<file path="config.mk">
export PLATFORM = sky130hd
export DESIGN_NAME = vfo_drift_stab
export DESIGN_NICKNAME = d
export VERILOG_FILES = /design/src/rtl/dstab_pkg.sv /design/src/rtl/dstab_sync.sv /design/src/rtl/dstab_mixer.sv /design/src/rtl/dstab_pulse.sv /design/src/rtl/dstab_accum.sv /design/src/rtl/vfo_drift_stab.sv
export SDC_FILE = /design/constraint.sdc
export NUM_CORES = 1
export LEC_CHECK = 0
export BUFFER_PORTS_ARGS = -buffer_cell sky130_fd_sc_hd__buf_2
export CAP_MARGIN = 15
export CORE_MARGIN = 10
export CORE_UTILIZATION = 50
export DETAILED_ROUTE_END_ITERATION = 10
export GPL_TIMING_DRIVEN = 0
export PLACE_DENSITY_LB_ADDON = 0.1
export SYNTH_ARGS = -nofsm -noshare
export SYNTH_HDL_FRONTEND = slang
export SYNTH_SLANG_ARGS = --single-unit
export TNS_END_PERCENT = 10
</file>
<file path="constraint.sdc">
create_clock -name clk -period 2.8 [get_ports clk]
set_input_delay 0.14 -clock clk [delete_from_list [all_inputs] [get_ports clk]]
set_output_delay 0.14 -clock clk [all_outputs]
set_load 0.02 [all_outputs]
</file>
<file path="src/rtl/dstab_pkg.sv">
package dstab_pkg;
  typedef enum logic [1:0] {
    OP_HOLD   = 2'd0,
    OP_RAISE  = 2'd1,
    OP_LOWER  = 2'd2,
    OP_CENTER = 2'd3
  } acc_op_e;
endpackage

</file>
<file path="src/rtl/dstab_sync.sv">
module dstab_sync #(
  parameter int WIDTH = 1
) (
  input  logic             clk,
  input  logic             rst_n,
  input  logic [WIDTH-1:0] d,
  output logic [WIDTH-1:0] q
);
  logic [WIDTH-1:0] meta_q;
  logic [WIDTH-1:0] stab_q;

  always_ff @(posedge clk or negedge rst_n) begin
    if (!rst_n) begin
      meta_q <= '0;
      stab_q <= '0;
    end else begin
      meta_q <= d;
      stab_q <= meta_q;
    end
  end

  assign q = stab_q;
endmodule

</file>
<file path="src/rtl/dstab_mixer.sv">
module dstab_mixer #(
  parameter int DIV_STAGES = 15
) (
  input  logic clk,
  input  logic rst_n,
  input  logic osc_s,
  input  logic ref_s,
  output logic mix_rise,
  output logic mix_fall
);
  logic                  osc_d_q;
  logic [DIV_STAGES-1:0] div_q, div_nxt;
  logic                  mix_q, mix_nxt;
  logic                  osc_rise;
  logic                  sample;

  assign osc_rise = osc_s & ~osc_d_q;
  // the divided clock completes a cycle when the ripple count wraps
  assign sample   = osc_rise & (&div_q);

  always_comb begin
    div_nxt = div_q;
    mix_nxt = mix_q;
    if (osc_rise) div_nxt = div_q + 1'b1;
    if (sample)   mix_nxt = ref_s;
  end

  always_ff @(posedge clk or negedge rst_n) begin
    if (!rst_n) begin
      osc_d_q <= 1'b0;
      div_q   <= '0;
      mix_q   <= 1'b0;
    end else begin
      osc_d_q <= osc_s;
      div_q   <= div_nxt;
      mix_q   <= mix_nxt;
    end
  end

  assign mix_rise = sample &  ref_s & ~mix_q;
  assign mix_fall = sample & ~ref_s &  mix_q;
endmodule

</file>
<file path="src/rtl/dstab_pulse.sv">
module dstab_pulse #(
  parameter int LEN_W = 8
) (
  input  logic             clk,
  input  logic             rst_n,
  input  logic             trig,
  input  logic [LEN_W-1:0] len,
  output logic             active
);
  logic [LEN_W-1:0] cnt_q, cnt_nxt;

  always_comb begin
    cnt_nxt = cnt_q;
    if (trig)              cnt_nxt = len;
    else if (cnt_q != '0)  cnt_nxt = cnt_q - 1'b1;
  end

  always_ff @(posedge clk or negedge rst_n) begin
    if (!rst_n) cnt_q <= '0;
    else        cnt_q <= cnt_nxt;
  end

  assign active = (cnt_q != '0);
endmodule

</file>
<file path="src/rtl/dstab_accum.sv">
module dstab_accum
  import dstab_pkg::*;
#(
  parameter int W      = 12,
  parameter int STEP_W = 8
) (
  input  logic              clk,
  input  logic              rst_n,
  input  logic              raise,
  input  logic              lower,
  input  logic              reload,
  input  logic [STEP_W-1:0] step,
  output logic [W-1:0]      acc,
  output logic              near_hi,
  output logic              near_lo
);
  localparam int unsigned  FULL   = (1 << W) - 1;
  localparam int unsigned  MARGIN = FULL / 20;
  localparam logic [W-1:0] MID    = {1'b1, {(W-1){1'b0}}};
  localparam logic [W-1:0] LO_TH  = W'(MARGIN);
  localparam logic [W-1:0] HI_TH  = W'(FULL - MARGIN);

  acc_op_e      op;
  logic [W:0]   step_x, sum, diff;
  logic [W-1:0] acc_q, acc_nxt;

  always_comb begin
    op = OP_HOLD;
    if (reload)              op = OP_CENTER;
    else if (raise && !lower) op = OP_RAISE;
    else if (lower && !raise) op = OP_LOWER;
  end

  assign step_x = {{(W+1-STEP_W){1'b0}}, step};
  assign sum    = {1'b0, acc_q} + step_x;
  assign diff   = {1'b0, acc_q} - step_x;

  always_comb begin
    case (op)
      OP_CENTER: acc_nxt = MID;
      OP_RAISE:  acc_nxt = sum[W]  ? '1 : sum[W-1:0];
      OP_LOWER:  acc_nxt = diff[W] ? '0 : diff[W-1:0];
      default:   acc_nxt = acc_q;
    endcase
  end

  always_ff @(posedge clk or negedge rst_n) begin
    if (!rst_n) acc_q <= MID;
    else        acc_q <= acc_nxt;
  end

  assign acc     = acc_q;
  assign near_hi = (acc_q >= HI_TH);
  assign near_lo = (acc_q <= LO_TH);
endmodule

</file>
<file path="src/rtl/vfo_drift_stab.sv">
module vfo_drift_stab #(
  parameter int CORR_W     = 12,
  parameter int STEP_W     = 8,
  parameter int LEN_W      = 8,
  parameter int DIV_STAGES = 15,
  parameter int TIMEOUT    = 4194304
) (
  input  logic              clk,
  input  logic              rst_n,
  input  logic              osc_in,
  input  logic              ref_in,
  input  logic              recenter_req,
  input  logic              autorecenter_en,
  input  logic [LEN_W-1:0]  up_len,
  input  logic [LEN_W-1:0]  dn_len,
  input  logic [STEP_W-1:0] step_size,
  output logic [CORR_W-1:0] corr_word,
  output logic              up_strobe,
  output logic              down_strobe,
  output logic              near_high,
  output logic              near_low,
  output logic              mix_fault
);
  localparam int IDLE_W = $clog2(TIMEOUT + 1);
  localparam logic [IDLE_W-1:0] IDLE_LIM = IDLE_W'(TIMEOUT);

  // reset: asserted asynchronously, released on a clock edge
  logic [1:0] rst_pipe_q;
  logic       rst_core_n;
  always_ff @(posedge clk or negedge rst_n) begin
    if (!rst_n) rst_pipe_q <= 2'b00;
    else        rst_pipe_q <= {rst_pipe_q[0], 1'b1};
  end
  assign rst_core_n = rst_pipe_q[1];

  logic [2:0] sync_q;
  logic       osc_s, ref_s, recenter_s;
  dstab_sync #(.WIDTH(3)) u_sync (
    .clk  (clk),
    .rst_n(rst_core_n),
    .d    ({osc_in, ref_in, recenter_req}),
    .q    (sync_q)
  );
  assign {osc_s, ref_s, recenter_s} = sync_q;

  logic mix_rise, mix_fall;
  dstab_mixer #(.DIV_STAGES(DIV_STAGES)) u_mixer (
    .clk     (clk),
    .rst_n   (rst_core_n),
    .osc_s   (osc_s),
    .ref_s   (ref_s),
    .mix_rise(mix_rise),
    .mix_fall(mix_fall)
  );

  // index 0 acts upward, index 1 downward
  logic             trig   [2];
  logic [LEN_W-1:0] plen   [2];
  logic             active [2];
  assign trig[0] = mix_rise;
  assign trig[1] = mix_fall;
  assign plen[0] = up_len;
  assign plen[1] = dn_len;

  for (genvar k = 0; k < 2; k++) begin : g_pulse
    dstab_pulse #(.LEN_W(LEN_W)) u_pulse (
      .clk   (clk),
      .rst_n (rst_core_n),
      .trig  (trig[k]),
      .len   (plen[k]),
      .active(active[k])
    );
  end

  logic reload;
  assign reload = recenter_s | (autorecenter_en & (near_high | near_low));

  dstab_accum #(.W(CORR_W), .STEP_W(STEP_W)) u_accum (
    .clk    (clk),
    .rst_n  (rst_core_n),
    .raise  (active[0]),
    .lower  (active[1]),
    .reload (reload),
    .step   (step_size),
    .acc    (corr_word),
    .near_hi(near_high),
    .near_lo(near_low)
  );

  // mixer inactivity watchdog
  logic [IDLE_W-1:0] idle_q, idle_nxt;
  always_comb begin
    idle_nxt = idle_q;
    if (mix_rise || mix_fall)  idle_nxt = '0;
    else if (idle_q != IDLE_LIM) idle_nxt = idle_q + 1'b1;
  end
  always_ff @(posedge clk or negedge rst_core_n) begin
    if (!rst_core_n) idle_q <= '0;
    else             idle_q <= idle_nxt;
  end

  assign mix_fault   = (idle_q == IDLE_LIM);
  assign up_strobe   = active[0];
  assign down_strobe = active[1];
endmodule

</file>
==> impl_metrics.ini, run 1 <==
[yosys]
synth_top_area_share_pct = 39.66
synthAdderAreaFrac_pct = 7.192
syn_area_um2 = 4732
ys_seq_area_share_pct = 40.22
synth-edff-count = 0
synth_xor_area_share_pct = 8.884
synth_top_family_by_area = simple AND/OR/NAND/NOR gates
synth_area_leaders = dfrtp_1, ha_1, nor2_1
yosysUniqueCellTypes = 71
synth_area_leader_cell = dfrtp_1
muxShareOfSynthArea_pct = 5.130
ys_warn_count = 0
async_flop_share_pct = 100.0
ys_seq_elements = 76
synthSimpleGateAreaFrac_pct = 20.73
avgSynthCellArea_um2 = 9.502
ys.flop_type = dfrtp_1
synth_cells = 498
synth_fp_nets = 554
synth_compound_area_share_pct = 13.99

[flow_run]
drv_cap = 0

[setup_path]
crit_type = flop to flop
worstPathRequired_ps = 3050
arrival_ps = 3420
end_kind = flop
crit_path_start_kind = flop
worstPathMaxFanout = 10

[route]
first_pass_iters = 6
via_count = 3844
ant_nets = 0
drt_first_iter_violations = 229
drt-total-wl_um = 10870
drcViolationCount = 0
vias_per_cell = 5.414
post_drt_wl_per_cell_um = 15.31

[floorplanning]
dieWidth_um = 117.3
die_area_um2 = 13760
die_h_um = 117.3
initial_core_util_pct = 51.21
core_um2 = 9240
io_pins = 47
num_rows = 35

[layout]
area_delta_synth_final_pct = 20.78
fill_cells = 774
diodes = 0
drive_above_1_share_pct = 25.30
final_nets = 632
fin_area_um2 = 5715

[global_route]
grt_use_total_pct = 16.51
grt_max_degree = 67
grt_pass1_wl_um = 18290
grt_pass1_vias = 3835
antenna_found_initial = 0
overflow = 0

[clocking]
clock_latency_ps = 350
ctsHtreeMaxLevel = 3
clk_pin_slew_worst_paths_ps = 90
numClockSinks = 76
cts_max_path_buffers = 2
cts-root-buf = clkbuf_8
cts_tree = done
cts-buffers-inserted = 9

[min_path]
holdCritPathClass = input pin to flop

[power]
ir_worst_vdd_uv = 368.3
p_per_area_nw_per_um2 = 536.9
p_leak_nw = 2.717

[sta]
whs_ps = 18.49
hold_violations = 0
setup_viol_count_final = 12
fin_skew_ps = 14.16
max_slew_margin_pct = 44.33
maxSlewViolCount = 0
worst_slew_pin_slew_ps = 830.0
setup_ws_ps = -374.9
rsz0062_at_grt = true
max_freq_mhz = 315.0
period_needed_ps = 3175
post-route-period-util_pct = 113.4

[status]
outcome = finished with violations
violations = setup timing

[place]
place_ws_ps = -754.1
place_congestion = 0.8796
port-buffer-count = 46
dpl-instance-area_um2 = 5157
dp_hpwl_um = 7808
==> cell families after synthesis <==
| family | after synthesis |
|---|---|
| simple gates | 193 |
| compound gates | 87 |
| flops | 76 |
| xor+xnor | 48 |
| buf+inv | 45 |
| fa+ha+maj | 26 |
| mux | 22 |
| other cells | 1 |
==> cells in the mapped netlist, drive strengths merged (3+ instances only) <==
master   n
o311a    3
nor4     4
nor3    17
mux2i    4
a21oi   14
o21ai   16
a221o    3
nand2b   9
inv     32
a211oi   6
nand3   14
and3     5
and4     4
clkbuf   6
xor2    26
nor2    66
nand4   11
a31oi    4
buf      7
nand3b   3
mux2    18
o31ai    5
dfrtp   75
o21a     7
ha      24
nor2b    7
a21o     5
xnor2   22
nand2   41
==> worst max-delay path, stage by stage, from the launching register on <==
cell,delay (ps)
dfrtp_1,390
inv_1,70
ha_2,170
or3b_4,380
or3_4,410
nor3_4,270
inv_2,90
a211oi_4,250
buf_4,160
ha_2,170
buf_8,130
nor2_4,50
buf_8,140
a32o_1,240
a21o_1,150
==> per-stage QoR <==
step | util, % | power, mW | std cells | setup TNS (ps)
after CTS | 60.61 | 3.038 | 703 | -2854
final | 61.86 | 3.069 | 710 | -3720
after global routing | 61.86 | 3.257 | 710 | -5090
after detailed placement | 55.82 | 2.036 | 674 | -7960
after global placement | 55.48 | 2.013 | 673 | -35210
after floorplan | - | 1.810 | 498 | -3139
==> flip-flops by register name, summed over array words and instances, names as in the netlist <==
signal                 cells
u_accum.acc               12
idle_q                    23
u_sync.meta_q              3
g_pulse.u_pulse.cnt_q     16
u_mixer.osc_d_q            1
u_mixer.div_q             15
u_sync.q                   3
rst_pipe_q                 2
u_mixer.mix_q              1
==> final cells by class <==
class / count / area (µm²) / area share, %
Inverter: 32 / 120.1 / 2.102
Buffer: 13 / 96.34 / 1.686
Tap cell: 129 / 161.4 / 2.824
Multi-Input combinational cell: 378 / 2794 / 48.88
Clock buffer: 10 / 127.6 / 2.233
Timing Repair Buffer: 66 / 412.9 / 7.224
Sequential cell: 76 / 1908 / 33.38
Clock inverter: 6 / 95.09 / 1.664
==> per-layer routing <==
metal	vias to the layer above	GRT usage, %	routed length, µm
li1	1897	-	-
met1	1882	20.37	4880
met2	59	28.41	5502
met3	6	3.670	405
met4	0	4.366	82
met5	-	0	0
==> worst paths after layout <==
kind | end | startpoint | cells after the start | slack (ps)
max in group asynchronous | u_accum.acc[11] | rst_pipe_q[1] | 1 | 2060
min | g_pulse[0].u_pulse.cnt_q[6] | up_len[6] | 2 | 20
min reg2reg | u_mixer.div_q[1] | rst_pipe_q[1] | 0 | 150
min in group asynchronous | rst_pipe_q[1] | rst_n | 2 | 110
max reg2reg | u_accum.acc[2] | g_pulse[0].u_pulse.cnt_q[0] | 14 | -370
max | u_accum.acc[2] | g_pulse[0].u_pulse.cnt_q[0] | 14 | -370
==> cell usage in the layout, fill, tap and decap left out, types with 3 or more instances in the layout <==
cell type and n:
o21ai_1 4, xor2_1 26, nand4_1 11, nand3_1 12, mux2i_1 4, o31ai_2 3, a31oi_1 4, buf_8 3
nor3_1 14, dfrtp_1 73, and3_1 5, and4_1 4, o311a_1 3, a21o_1 5, nor2_1 63, nor3_4 3
dlygate4sd3_1 5, ha_1 20, mux2_2 18, clkbuf_8 9, nand2_1 39, nand2b_1 7, buf_4 14, nand3b_1 3
a21oi_1 14, o21ai_0 11, nor2b_1 6, xnor2_1 22, buf_2 53, inv_1 31, o21a_1 7, a221o_1 3
a211oi_2 3
==> power breakdown <==
group / switching, mW / leakage (nW) / internal (mW) / total (mW)
sequential: 0.111 / 0.992 / 1.18 / 1.30
combinational: 0.485 / 1.61 / 0.347 / 0.833
clock: 0.429 / 0.111 / 0.512 / 0.941
total: 1.03 / 2.72 / 2.04 / 3.07
==> what timing repair did <==
| item | CTS | global route |
|---|---|---|
| endpoints found under the setup margin | 12 | 12 |
| pin swaps | 5 | 10 |
| gates resized for setup | 26 | 16 |
| hold buffers | 5 | 0 |
| hold endpoints to repair | 6 | 0 |
| buffers inserted | 8 | 6 |
| gates cloned | 0 | 1 |
Power figures use the tool's default switching activity.
==> run 2, diff against run 1 <==
Settings changed: ABC_AREA set to 1.
==> run 2 against run 1 <==
Design area up 5.3%. Clock power down 9.6%. Combinational power rose to 2.5 times the previous value. Highest routed layer unchanged. The run now ends clean.
==> impl_metrics.ini, run 2 <==
[clocking]
cts_tree = done
cts-buffers-inserted = 9
clock_latency_ps = 350
ctsHtreeMaxLevel = 3
clk_pin_slew_worst_paths_ps = 80
cts_max_path_buffers = 2
numClockSinks = 76
cts-root-buf = clkbuf_8

[sta]
whs_ps = 19.73
max_slew_margin_pct = 65.78
max_freq_mhz = 396.3
setup_viol_count_final = 0
post-route-period-util_pct = 90.12
hold_violations = 0
rsz0062_at_grt = false
fin_skew_ps = 12.07
period_needed_ps = 2523
finalSetupTns_ps = 0
worst_slew_pin_slew_ps = 513.2
setup_ws_ps = 276.5
maxSlewViolCount = 0

[global_route]
grt_pass1_wl_um = 21590
antenna_found_initial = 0
overflow = 0
grt_use_total_pct = 17.53
grt_pass1_vias = 4638
grt_max_degree = 40

[yosys]
synth-edff-count = 0
synth_fp_nets = 785
syn_area_um2 = 5152
synth_area_leader_cell = dfrtp_1
ys.flop_type = dfrtp_1
avgSynthCellArea_um2 = 7.068
synth_common_cells = nand2_1, inv_1, nor2_1, dfrtp_1, nand3_1
ys_seq_area_share_pct = 36.94
ys_seq_elements = 76
async_flop_share_pct = 100.0
synth_area_leaders = dfrtp_1, nand2_1, inv_1
yosysMostFrequentCell = nand2_1
synth_cells = 729
ys_warn_count = 0
yosysUniqueCellTypes = 37
synth_top_area_share_pct = 36.43

[route]
vias_per_cell = 5.092
ant_nets = 0
drcViolationCount = 0
post_drt_wl_per_cell_um = 13.31
first_pass_iters = 6
drt_first_iter_violations = 375
drt-total-wl_um = 12570
via_count = 4807

[setup_path]
rr_endpoint = u_accum.acc[7]
crit_type = flop to flop
rrSetupSlack_ps = 280
crit_path_start_kind = flop
worstPathRequired_ps = 3050
slowest_delay_ps = 580
end_kind = flop
worstPathMaxFanout = 8
crit_chain = inv_1 > nor3_2 > inv_1 > a21oi_1 > o21ai_1 > nand2_1 > nor2_2 > ha_1 > nand2_1 > inv_2 > nand3_1 > nand3_1 > nand2_1 > nand2_1
path_common_cell = nand2_1
reg2reg_depth = 14
r2r-start = u_accum.acc[11]
arrival_ps = 2770
crit_slowest_cell = dfstp_2

[layout]
area_delta_synth_final_pct = 16.76
final_nets = 862
drive_above_1_share_pct = 13.81
reg_top3 = idle_q (23), g_pulse.u_pulse.cnt_q (16), u_mixer.div_q (15)
fin_area_um2 = 6016
largest_reg_flops = 23
top_register = idle_q
diodes = 0
final_cell_mix = nand2_1, inv_1, nor2_1
mostFrequentLayoutCell = nand2_1

[floorplanning]
num_rows = 36
core_um2 = 9910
io_pins = 47
die_area_um2 = 14760
initial_core_util_pct = 51.99
dieWidth_um = 121.5
die_h_um = 121.5

[min_path]
holdCritPathClass = input pin to flop
hold_path_startpoint = dn_len[2]
hold_depth = 3
min_to = g_pulse[1].u_pulse.cnt_q[2]

[power]
p_per_area_nw_per_um2 = 763.2
ir_worst_vdd_uv = 377.8
p_leak_nw = 3.133

[flow_run]
drv_cap = 0

[place]
port-buffer-count = 46
place_ws_ps = -320.6
dpl-instance-area_um2 = 5573
place_congestion = 0.9060
dp_hpwl_um = 9681

[status]
outcome = finished, final reports clean
run 2: cell type report:
type / instances / area (µm²)
Tap cell: 133 / 166.4
Fill cell: 911 / 3894
Multi-Input combinational cell: 538 / 2861
Timing Repair Buffer: 66 / 425.4
Sequential cell: 76 / 1909
Buffer: 10 / 60.06
Clock inverter: 6 / 71.32
Clock buffer: 10 / 127.6
Inverter: 105 / 394.1
run 2: metal layers:
metal | wire (µm) | global-route usage, % | vias to the layer above
met2 | 5997 | 28.69 | 136
met3 | 782 | 4.048 | 17
met4 | 167 | 5.440 | 0
met5 | 0 | 0 | -
met1 | 5622 | 22.46 | 2195
li1 | - | - | 2459
run 2: how the worst max path moves through the flow:
| stage | endpoint | from |
|---|---|---|
| global route | u_accum.acc[6] | g_pulse[0].u_pulse.cnt_q[0] |
| global placement | g_pulse[1].u_pulse.cnt_q[7] | rst_pipe_q[1] |
| finish | u_accum.acc[7] | u_accum.acc[11] |
| detailed placement | u_accum.acc[11] | g_pulse[0].u_pulse.cnt_q[0] |
| floorplan | u_accum.acc[6] | u_accum.acc[11] |
| CTS | u_accum.acc[6] | g_pulse[1].u_pulse.cnt_q[0] |
run 2: what timing repair did:
| action | CTS | global route |
|---|---|---|
| gates resized for setup | 7 | 22 |
| hold buffers | 13 | 0 |
| buffers inserted | 0 | 6 |
| setup endpoints to repair | 12 | 12 |
| hold endpoints to repair | 14 | 0 |
| pin swaps | 0 | 3 |
run 2: cells by family (layout without fill, tap and decap cells):
group / count (synthesis) / in the layout / synth area share (%)
xor+xnor: 39 / 39 / 6.629
buf+inv: 115 / 197 / 8.669
flops: 76 / 76 / 36.94
compound gates: 51 / 51 / 5.610
simple gates: 421 / 421 / 35.48
other cells: 1 / 1 / 0.07278
fa+ha+maj: 26 / 26 / 6.605
run 2: stage by stage:
stage | util (%) | std cells | total power, mW
floorplan | - | 729 | 3.104
global placement | 56.00 | 908 | 3.601
detailed placement | 56.24 | 909 | 3.648
CTS | 59.76 | 938 | 4.540
global route | 60.71 | 944 | 5.027
finish | 60.71 | 944 | 4.591
run 2: where the power goes:
group	internal (mW)	switching, mW	total (mW)
clock	0.420	0.431	0.851
sequential	1.34	0.292	1.63
combinational	0.800	1.31	2.11
total	2.56	2.03	4.59
run 2: worst max-delay path, delay by kind of cell (launching register included):
family,cells,cell delay [ps]
compound gates,2,340
buf+inv,3,320
flops,1,580
simple gates,8,970
fa+ha+maj,1,190
==> run 3, diff against run 2 <==
Settings changed: SYNTH_HIERARCHICAL set to 1.
==> run 3 against run 2 <==
Clock power increased by 36%. Hold slack lost 4.9 ps. Critical endpoint is now u_accum/acc[5]. Setup slack worse by 69 ps. Clock skew is 5.5 ps lower. Sequential power shrank 13%. Count of clock-buffer cells in the layout did not move. Register-to-register slack lost 70 ps. Die area up 7.4%. Largest power group unchanged. First-iteration DRC count grew 2.1%. Sequential share of layout area is 2.1 points lower.
==> impl_metrics.ini, run 3 <==
[status]
outcome = finished, final reports clean

[setup_path]
worstPathRequired_ps = 3070
arrival_ps = 2860
crit_chain = a211o_1 > nand3_1 > a21oi_1 > o21ai_1 > nand2_1 > nor2_1 > inv_1 > ha_1 > nor2_1 > buf_2 > o21ai_1 > nand2_1
end_kind = flop
reg2reg_depth = 12
crit_slowest_cell = dfrtp_2
worstPathMaxFanout = 10
slowest_delay_ps = 470
crit_type = flop to flop
crit_path_start_kind = flop

[sta]
period_needed_ps = 2593
setup_ws_ps = 207.4
post-route-period-util_pct = 92.59
finalSetupTns_ps = 0
whs_ps = 14.86
maxSlewViolCount = 0
setup_viol_count_final = 0
max_freq_mhz = 385.7
hold_violations = 0
fin_skew_ps = 6.566
worst_slew_pin_slew_ps = 515.3
max_slew_margin_pct = 65.64

[layout]
area_delta_synth_final_pct = 14.59
largest_reg_flops = 23
fill_cells = 1035
mostFrequentLayoutCell = nand2_1
final_nets = 931
reg_top3 = idle_q (23), g_pulse.u_pulse/cnt_q (16), u_mixer/div_q (15)
final_cell_mix = nand2_1, nor2_1, inv_1
drive_above_1_share_pct = 17.88
top_register = idle_q

[yosys]
yosysMostFrequentCell = nand2_1
synth_xor_area_share_pct = 3.278
syn_area_um2 = 5610
synth_common_cells = nand2_1, nor2_1, inv_1, dfrtp_1, nand3_1
ys.flop_type = dfrtp_1
ys_seq_elements = 76
synth_fp_nets = 866
synth-edff-count = 0
yosysUniqueCellTypes = 42
synth_compound_area_share_pct = 7.649
synth_area_leaders = dfrtp_1, nand2_1, nor2_1
synth_top_area_share_pct = 33.45
avgSynthCellArea_um2 = 6.944
synth_area_leader_cell = dfrtp_1
synth_cells = 808
async_flop_share_pct = 100.0
synth_top_family_by_area = simple AND/OR/NAND/NOR gates
ys_seq_area_share_pct = 33.92
synthAdderAreaFrac_pct = 6.512
muxShareOfSynthArea_pct = 0
synthSimpleGateAreaFrac_pct = 39.21
ys_warn_count = 6

[power]
p_per_area_nw_per_um2 = 673.2
seq_power_share_pct = 32.9
p_int_mw = 2.538
combPwrFrac_pct = 40.2
ir_worst_vdd_uv = 338.7
p_sw_share_pct = 41.36
p_switching_mw = 1.790
p_clk_share_pct = 26.9
p_leak_nw = 3.448

[clocking]
ctsHtreeMaxLevel = 3
clock_latency_ps = 330
cts-root-buf = clkbuf_16
cts-buffers-inserted = 9
cts_max_path_buffers = 2
cts_tree = done
clk_pin_slew_worst_paths_ps = 60
cts_setup_buffers = 0
numClockSinks = 76

[global_route]
grt_max_degree = 63
grt_pass1_wl_um = 23090
overflow = 0
antenna_found_initial = 1
grt_pass1_vias = 5018
grt_use_total_pct = 17.07

[floorplanning]
num_rows = 38
core_um2 = 10940
initial_core_util_pct = 51.30
die_h_um = 125.9
dieWidth_um = 125.9
die_area_um2 = 15860
io_pins = 47

[place]
place_ws_ps = -31.22
port-buffer-count = 46
dp_hpwl_um = 10430
place_congestion = 0.9553

[route]
first_pass_iters = 5
vias_per_cell = 5.067
drt-total-wl_um = 13320
via_count = 5163
drt_first_iter_violations = 383
drcViolationCount = 0
post_drt_wl_per_cell_um = 13.07
ant_nets = 0

[flow_run]
drv_cap = 0

[min_path]
holdCritPathClass = input pin to flop
hold_depth = 3
## run 3: changes by cell type after synthesis, sizes merged, moves of 11 or more
cell / before / now
nand2: 215 / 255
nor2: 95 / 124
nor3: 24 / 7
nand3: 59 / 74
o21ai: 22 / 37
a21oi: 17 / 28
## run 3: metal layers
metal	wire length, µm	part of all wire [%]	track usage (%)	vias to the layer above
met3	475	3.6	3.230	28
met5	0	0	0	-
met1	6069	46	21.18	2370
met4	337	2.5	6.966	0
met2	6441	48	28.46	97
li1	-	-	-	2668
## run 3: power groups by stage
| stage | Combinational (mW) | Clock (mW) | Sequential, mW |
|---|---|---|---|
| final | 1.74 | 1.16 | 1.42 |
| after global routing | 1.97 | 1.26 | 1.45 |
| after CTS | 1.74 | 1.19 | 1.42 |
| after detailed placement | 1.72 | 0 | 1.44 |
| after global placement | 1.66 | 0 | 1.45 |
| after floorplan | 1.21 | 0 | 1.48 |
## run 3: worst max-delay path, delay by kind of cell (launching register included)
kind,cells,cell delay (ps)
AO/OA/AOI/OAI,4,750
AND/OR/NAND/NOR,5,700
flip-flops,1,470
buffers and inverters,2,350
adder cells (fa/ha/maj),1,270
## run 3: repair_timing
item                                    4_1_cts  5_1_grt
gates resized for setup                       1        6
pin swaps                                     0        0
hold endpoints to repair                      8        0
hold buffers                                  7        0
endpoints found under the setup margin        5       11
## run 3: path summary, 6_finish.rpt
kind | startpoint | to | slack (ps)
worst max-delay path | u_accum/acc[1] | u_accum/acc[5] | 210
worst min-delay path | dn_len[3] | g_pulse[1].u_pulse/cnt_q[3] | 10
worst max register to register | u_accum/acc[1] | u_accum/acc[5] | 210
worst min register to register | rst_pipe_q[1] | u_sync/meta_q[1] | 170
max in group asynchronous | rst_pipe_q[1] | u_accum/acc[11] | 2030
min in group asynchronous | rst_n | rst_pipe_q[1] | 120
## run 3: through the flow
stage	area [µm²]	util (%)	power (mW)	cells
5_1_grt	6429	58.79	4.674	1019
3_5_place_dp	6047	55.30	3.160	995
6_report	6429	58.79	4.328	1019
3_3_place_gp	6016	55.01	3.111	994
2_1_floorplan	5610	-	2.697	808
4_1_cts	6417	58.68	4.356	1018
## run 3: kinds of logic after synthesis
kind of cell / Yosys count
other: 1
AO/OA/AOI/OAI: 75
AND/OR/NAND/NOR: 477
buffers and inverters: 130
flip-flops: 76
adder cells (fa/ha/maj): 28
XOR/XNOR: 21
## run 3: cell type report
type | count | area (µm²) | share of cell area [%]
inverters | 118 | 449.2 | 6.987
plain buffers | 12 | 80.08 | 1.246
diodes | 1 | 2.502 | 0.03893
flip-flops and latches | 76 | 1908 | 29.68
clock inverters | 6 | 71.32 | 1.109
clock buffers | 10 | 229.0 | 3.562
multi-input cells | 602 | 3186 | 49.55
well taps | 140 | 175.2 | 2.725
repair buffers | 54 | 327.8 | 5.099
